==> src/rtl/bm_dma_pkg.sv <==
package bm_dma_pkg;
   localparam int  CMD_RUN_BIT   = 0;
   localparam int  CMD_DIR_BIT   = 3;
   localparam int  CTRL_LANE     = 0;
   localparam int  STAT_LANE     = 2;
   localparam int  ST_ACT_BIT    = 0;
   localparam int  ST_ERR_BIT    = 1;
   localparam int  ST_IRQ_BIT    = 2;
   localparam logic SEL_CTRL     = 1'b0;
   localparam logic SEL_BASE     = 1'b1;

   typedef struct packed {
      logic irq;
      logic err;
      logic act;
   } bm_stat_t;

   function automatic logic [7:0] pack_cmd(input logic run, input logic dir);
      logic [7:0] b;
      b = '0;
      b[CMD_RUN_BIT] = run;
      b[CMD_DIR_BIT] = dir;
      return b;
   endfunction

   function automatic logic [7:0] pack_stat(input bm_stat_t s);
      logic [7:0] b;
      b = '0;
      b[ST_ACT_BIT] = s.act;
      b[ST_ERR_BIT] = s.err;
      b[ST_IRQ_BIT] = s.irq;
      return b;
   endfunction
endpackage

==> src/rtl/bm_cmd_ctl.sv <==
module bm_cmd_ctl (
   input  logic clk,
   input  logic rst_n,
   input  logic cmd_we,
   input  logic w_run,
   input  logic w_dir,
   input  logic busy,
   input  logic done,
   input  logic more,
   input  logic restart,
   output logic run,
   output logic dir,
   output logic active,
   output logic kick,
   output logic reload,
   output logic halt
);
   logic stop_pend;
   logic run_edge;

   assign run_edge = cmd_we && (w_run != run);

   always_ff @(posedge clk or negedge rst_n) begin
      if (!rst_n) begin
         run       <= 1'b0;
         dir       <= 1'b0;
         active    <= 1'b0;
         kick      <= 1'b0;
         reload    <= 1'b0;
         halt      <= 1'b0;
         stop_pend <= 1'b0;
      end else begin
         kick   <= 1'b0;
         halt   <= 1'b0;
         reload <= restart;
         if (run_edge) begin
            if (w_run) begin
               reload    <= 1'b1;
               stop_pend <= 1'b0;
               if (!active) begin
                  active <= 1'b1;
                  kick   <= 1'b1;
               end
            end else if (busy) begin
               stop_pend <= 1'b1;
            end else begin
               active <= 1'b0;
               halt   <= 1'b1;
            end
         end else if (stop_pend && !busy) begin
            stop_pend <= 1'b0;
            active    <= 1'b0;
            halt      <= 1'b1;
         end else if (done && active) begin
            active <= more;
         end
         if (cmd_we) begin
            run <= w_run;
            dir <= w_dir;
         end
      end
   end
endmodule

==> src/rtl/bm_stat_flags.sv <==
module bm_stat_flags #(
   parameter bit IRQ_REG = 1'b0
) (
   input  logic clk,
   input  logic rst_n,
   input  logic drv_irq,
   input  logic err_evt,
   input  logic clr_we,
   input  logic clr_irq,
   input  logic clr_err,
   output logic irq_flag,
   output logic err_flag,
   output logic host_irq
);
   logic irq_q;

   always_ff @(posedge clk or negedge rst_n) begin
      if (!rst_n) begin
         irq_q    <= 1'b0;
         irq_flag <= 1'b0;
         err_flag <= 1'b0;
      end else begin
         irq_q <= drv_irq;
         if (drv_irq && !irq_q)
            irq_flag <= 1'b1;
         else if (clr_we && clr_irq)
            irq_flag <= 1'b0;
         if (err_evt)
            err_flag <= 1'b1;
         else if (clr_we && clr_err)
            err_flag <= 1'b0;
      end
   end

   generate
      if (IRQ_REG) begin : g_irq_reg
         assign host_irq = irq_q;
      end else begin : g_irq_comb
         assign host_irq = drv_irq;
      end
   endgenerate
endmodule

==> src/rtl/bm_base_reg.sv <==
module bm_base_reg #(
   parameter int BUS_W     = 32,
   parameter int PTR_W     = 32,
   parameter int ALIGN_LSB = 2
) (
   input  logic               clk,
   input  logic               rst_n,
   input  logic               we,
   input  logic [BUS_W/8-1:0] be,
   input  logic [BUS_W-1:0]   wdata,
   output logic [PTR_W-1:0]   base
);
   localparam int PLANES = PTR_W / 8;

   logic [PTR_W-1:0] base_q;

   generate
      for (genvar l = 0; l < PLANES; l++) begin : g_lane
         always_ff @(posedge clk or negedge rst_n) begin
            if (!rst_n)
               base_q[8*l +: 8] <= '0;
            else if (we && be[l])
               base_q[8*l +: 8] <= wdata[8*l +: 8];
         end
      end
   endgenerate

   assign base = {base_q[PTR_W-1:ALIGN_LSB], {ALIGN_LSB{1'b0}}};
endmodule

==> src/rtl/bm_dma_regs.sv <==
module bm_dma_regs #(
   parameter int BUS_W     = 32,
   parameter int PTR_W     = 32,
   parameter int ALIGN_LSB = 2,
   parameter bit IRQ_REG   = 1'b0
) (
   input  logic               clk,
   input  logic               rst_n,
   input  logic               reg_sel,
   input  logic [BUS_W/8-1:0] reg_be,
   input  logic               reg_we,
   input  logic [BUS_W-1:0]   reg_wdata,
   output logic [BUS_W-1:0]   reg_rdata,
   input  logic               drv_irq,
   output logic               host_irq,
   input  logic               xfer_busy,
   input  logic               xfer_done,
   input  logic               xfer_more,
   input  logic               xfer_err,
   input  logic               restart_req,
   output logic [PTR_W-1:0]   tbl_base,
   output logic               run_start,
   output logic               xfer_dir,
   output logic               chan_active,
   output logic               walk_kick,
   output logic               walk_reload,
   output logic               walk_halt
);
   import bm_dma_pkg::*;

   localparam int LANES = BUS_W / 8;

   generate
      if (BUS_W % 8 != 0 || BUS_W < 32)
         $error("bm_dma_regs: BUS_W must be a multiple of 8 and at least 32");
      if (PTR_W % 8 != 0 || PTR_W > BUS_W)
         $error("bm_dma_regs: PTR_W must be whole bytes and fit the bus");
      if (ALIGN_LSB < 1 || ALIGN_LSB >= 8)
         $error("bm_dma_regs: ALIGN_LSB out of range");
   endgenerate

   logic     ctrl_we, stat_we, base_we;
   logic     irq_flag, err_flag;
   bm_stat_t stat;
   logic [BUS_W-1:0] word_ctrl, word_base, word_sel, lane_mask;

   assign ctrl_we = reg_we && (reg_sel == SEL_CTRL) && reg_be[CTRL_LANE];
   assign stat_we = reg_we && (reg_sel == SEL_CTRL) && reg_be[STAT_LANE];
   assign base_we = reg_we && (reg_sel == SEL_BASE);

   bm_cmd_ctl u_cmd (
      .clk     (clk),
      .rst_n   (rst_n),
      .cmd_we  (ctrl_we),
      .w_run   (reg_wdata[8*CTRL_LANE + CMD_RUN_BIT]),
      .w_dir   (reg_wdata[8*CTRL_LANE + CMD_DIR_BIT]),
      .busy    (xfer_busy),
      .done    (xfer_done),
      .more    (xfer_more),
      .restart (restart_req),
      .run     (run_start),
      .dir     (xfer_dir),
      .active  (chan_active),
      .kick    (walk_kick),
      .reload  (walk_reload),
      .halt    (walk_halt)
   );

   bm_stat_flags #(.IRQ_REG(IRQ_REG)) u_stat (
      .clk      (clk),
      .rst_n    (rst_n),
      .drv_irq  (drv_irq),
      .err_evt  (xfer_err),
      .clr_we   (stat_we),
      .clr_irq  (reg_wdata[8*STAT_LANE + ST_IRQ_BIT]),
      .clr_err  (reg_wdata[8*STAT_LANE + ST_ERR_BIT]),
      .irq_flag (irq_flag),
      .err_flag (err_flag),
      .host_irq (host_irq)
   );

   bm_base_reg #(.BUS_W(BUS_W), .PTR_W(PTR_W), .ALIGN_LSB(ALIGN_LSB)) u_base (
      .clk   (clk),
      .rst_n (rst_n),
      .we    (base_we),
      .be    (reg_be),
      .wdata (reg_wdata),
      .base  (tbl_base)
   );

   assign stat = '{irq: irq_flag, err: err_flag, act: chan_active};

   always_comb begin
      word_ctrl = '0;
      word_ctrl[8*CTRL_LANE +: 8] = pack_cmd(run_start, xfer_dir);
      word_ctrl[8*STAT_LANE +: 8] = pack_stat(stat);
   end

   assign word_base = BUS_W'(tbl_base);
   assign word_sel  = (reg_sel == SEL_BASE) ? word_base : word_ctrl;

   generate
      for (genvar l = 0; l < LANES; l++) begin : g_rmask
         assign lane_mask[8*l +: 8] = {8{reg_be[l]}};
      end
   endgenerate

   assign reg_rdata = word_sel & lane_mask;
endmodule

==> config.mk <==
export PLATFORM = sky130hd
export DESIGN_NAME = bm_dma_regs
export DESIGN_NICKNAME = d
export VERILOG_FILES = /design/src/rtl/bm_dma_pkg.sv /design/src/rtl/bm_cmd_ctl.sv /design/src/rtl/bm_stat_flags.sv /design/src/rtl/bm_base_reg.sv /design/src/rtl/bm_dma_regs.sv
export SDC_FILE = /design/constraint.sdc
export NUM_CORES = 1
export LEC_CHECK = 0
export BUFFER_PORTS_ARGS = -buffer_cell sky130_fd_sc_hd__buf_2
export CORE_UTILIZATION = 46
export CTS_CLUSTER_SIZE = 14
export DETAILED_ROUTE_END_ITERATION = 10
export GPL_TIMING_DRIVEN = 0
export HOLD_SLACK_MARGIN = 0.12
export PLACE_DENSITY = 0.85
export SLEW_MARGIN = 0
export SYNTH_ARGS = -nofsm -noshare
export SYNTH_HDL_FRONTEND = slang
export SYNTH_SLANG_ARGS = --single-unit
==> constraint.sdc <==
create_clock -name clk -period 2.2 [get_ports clk]
set_input_delay 0.66 -clock clk [delete_from_list [all_inputs] [get_ports clk]]
set_output_delay 0.66 -clock clk [all_outputs]
set_load 0.005 [all_outputs]
==> metrics.md <==
| Metric | Value |
|---|---|
| Status | `finished clean` |
| PD cells | `between 700 and 800 nW/um2` |
| Critical path launch point type | `primary input` |
| Final worst path period share | `95.9%` |
| Final core utilization | `just under 70%` |
| Hold Crit Class | `register to register` |
| Adder-Cell Fraction of Synth Area | `0%` |
| Via count | `1,654` |
| Worst Path Arrival | `1.45 ns` |
| RR Endpoint | `u_cmd.active` |
| I/O pin total | `117` |
| Hold path cells | `1` |
| Total gr overflow | `0` |
| Final worst path period need | `2.11 ns` |
| NetSw | `501 uW` |
| Aggregate global-route resource usage | `between 20 and 25%` |
| RSZ-0062 raised after global routing | `false` |
| Post-CTS sizing | `1` |
| Cell count after synthesis | `152` |
| Setup bufs post-CTS | `0` |
| DIE WIDTH | `66.0 um` |
| Simple-Gate Fraction of Synth Area | `a little under a fifth` |
| DR WL/cell | `approximately 14 um` |
| Root buffer cell | `clkbuf_8` |
| Flop pwr share | `50.0%` |
| Worst Max-Slew Pin Slew | `0.863 ns` |
| Most frequent cells in the layout | `buf_2 (115), dfrtp_1 (40), mux2_2 (31)` |
| Clk pwr share | `25.7%` |
| Inserted Diodes | `0` |
| Initial Utilization | `49.6%` |
| Combinational share of power | `24.3%` |
| Area of the multi-input gates | `808 um2` |
| Switching part of the total | `a little over a quarter` |
| Filler cell count in the final layout | `325` |
| Setup Viol. Count Final | `0` |
| Mux contribution to synthesized area | `20.6%` |
| H-Tree Depth | `2` |
| VDD IR max | `about 0.44 mV` |
| Critical path class | `primary input to output pin` |
| Worst r2r src | `u_cmd.run` |
| Slew Viols, Final | `0` |
| YS warnings | `0` |
| Final Hold Viols | `0` |
| Reg area | `1000 um2` |
| Pre-Repair DR Iteration Count | `4` |
| Critical Path RT | `1.54 ns` |
| Max-cap violations | `0` |
| Post-Route Skew | `0.00126 ns` |
| Reg-to-reg slack, setup | `1.24 ns` |
| Commonest non-fill, non-tap cell in the layout | `buf_2` |
| P&R area growth vs syn | `37.9%` |
| Clk Latency, worst-skew pair | `0.28 ns` |
| Syn Std Cell Area | `between 1500 and 2000 um2` |
| Slew HR | `42.5%` |
| Drt total wl | `4500 um` |
| TritonCTS clock tree | `yes` |
| Sequential area share after synthesis | `roughly 53%` |
| Worst-path maximum fanout | `10` |
| Clock tree sinks | `40` |
| Post-route setup TNS | `0 ns` |
| Cells after DPL | `313` |
| Largest net degree at the start of global routing | `41` |
| Number of global-route vias before repair | `1,478` |
| Core area | `3800 um2` |
| Hold_ws | `0.425 ns` |
| Die area | `4360 um2` |
| Final ANT Viol Nets | `0` |
| Port Buf Inserts | `111` |
| First-pass GRT wire length | `6890 um` |
| # rows | `22` |
| Min-Delay Startpoint | `u_stat.irq_q` |
| Gpl congestion | `0.787` |
| Netlist cell types | `29` |
| Hold EP | `u_stat.irq_flag` |
| Largest family of logic cells by synthesized area | `multiplexers` |
| Max clock buf depth | `2` |
| Vias per cell | `5.15` |
| Initial DRC Count | `76` |
| Initial antenna violation count | `0` |
| DRC | `0` |
| Hpwl dp | `3380 um` |
| CTS Buf Count | `5` |
| Cell Int Power | `1.38 mW` |
| Die Height | `approximately 66 um` |
| CP endpoint kind | `output pin` |
| Xor and xnor area share after synthesis | `0%` |
| LEAKAGE | `1.46 nW` |
| Register bit total from synthesis | `40` |
| Syn_area_per_cell | `12.4 um2` |
| Fmax achieved | `474 MHz` |
| Fin cells | `321` |
| Pwr Total | `1.88 mW` |
| Complex-gate fraction of the synthesized area | `3.38%` |
| Final Net Count | `318` |
| Worst-path clk slew | `0.07 ns` |
| CTS Hold Buffers Added | `0` |
| Worst reg2reg path depth | `3` |
| Layout cell share with drive strength beyond 1 | `60.1%` |
-- critical path, cell delays in order --
cell	delay, ns
buf_2	0.12
buf_6	0.16
buf_2	0.21
and3_1	0.18
buf_2	0.11
-- how the worst max path moves through the flow --
stage / slack (ns) / cells past startpoint / endpoint / from
after floorplan: 0.42 / 3 / reg_rdata[18] / reg_sel
after global placement: -0.0003 / 5 / reg_rdata[18] / reg_sel
after detailed placement: -0.007 / 5 / reg_rdata[18] / reg_sel
after CTS: 0.07 / 5 / reg_rdata[25] / reg_sel
after global routing: 0.04 / 5 / reg_rdata[26] / reg_sel
final: 0.09 / 5 / reg_rdata[25] / reg_sel
-- power by group through the flow --
stage	registers, mW	logic, mW	clock network (mW)
after floorplan	0.951	0.203	0
after global placement	0.942	0.450	0
after detailed placement	0.951	0.462	0
after CTS	0.938	0.464	0.504
after global routing	0.953	0.503	0.530
final	0.939	0.457	0.482
-- layer usage --
| layer | global-route usage, % | wire length, um | vias to the layer above |
|---|---|---|---|
| met2 | 38.8 | 2250 | 87 |
| met5 | 0 | 0 | - |
| met3 | 5.52 | 390 | 9 |
| met4 | 8.78 | 70 | 0 |
| met1 | 24.3 | 1790 | 783 |
| li1 | - | - | 775 |
-- logic make-up after synthesis --
group,Yosys count
and+or+nand+nor,54
AOI/OAI and AO/OA,9
muxes,35
DFF,40
other,1
buffers and inverters,13
-- cell usage after synthesis --
cell type   n  area [um2]
a211oi_2    1        12.5
nor3_1      1        5.00
nand2_1     6        22.5
nand2b_1    2        12.5
buf_6       2        22.5
o21bai_1    2        15.0
mux2_2     31         349
buf_2       3        15.0
and3_1     27         169
o21ai_0     2        10.0
clkbuf_1    1        3.75
dfrtp_1    40        1000
and3b_1     1        8.76
nand3_2     3        30.0
conb_1      1        3.75
nand4b_1    3        26.3
nand3b_1    1        7.51
a21o_1      1        7.51
a21oi_1     1        5.00
mux2i_1     4        40.0
nand3_1     5        25.0
inv_1       1        3.75
and4bb_2    1        12.5
nor2b_1     4        25.0
o211ai_1    1        7.51
clkbuf_2    1        5.00
buf_4       4        30.0
buf_1       1        3.75
a31oi_1     1        6.26
-- through the flow --
stage | setup slack, ns | instance area, um2
2_1_floorplan | 0.423 | 1890
3_3_place_gp | -0.000295 | 2510
3_5_place_dp | -0.00703 | 2510
4_1_cts | 0.0717 | 2600
5_1_grt | 0.0400 | 2600
6_report | 0.0903 | 2600
-- area by class of cell --
class                   instances  share of cell area (%)
inverters                       1                   0.144
repair buffers                111                    21.4
well taps                      48                    2.31
plain buffers                  12                    3.13
multi-input cells             101                    31.1
clock buffers                   8                    3.46
flip-flops and latches         40                    38.5
-- state kept, by name, summed over array words and instances, names as in the netlist --
signal and count:
u_base.base 30, u_cmd.active 1, u_cmd.dir 1, u_cmd.halt 1, u_cmd.kick 1, u_cmd.reload 1, u_cmd.run 1, u_cmd.stop_pend 1
u_stat.err_flag 1, u_stat.irq_flag 1, u_stat.irq_q 1
No activity file was read; power rests on OpenSTA's default activity.
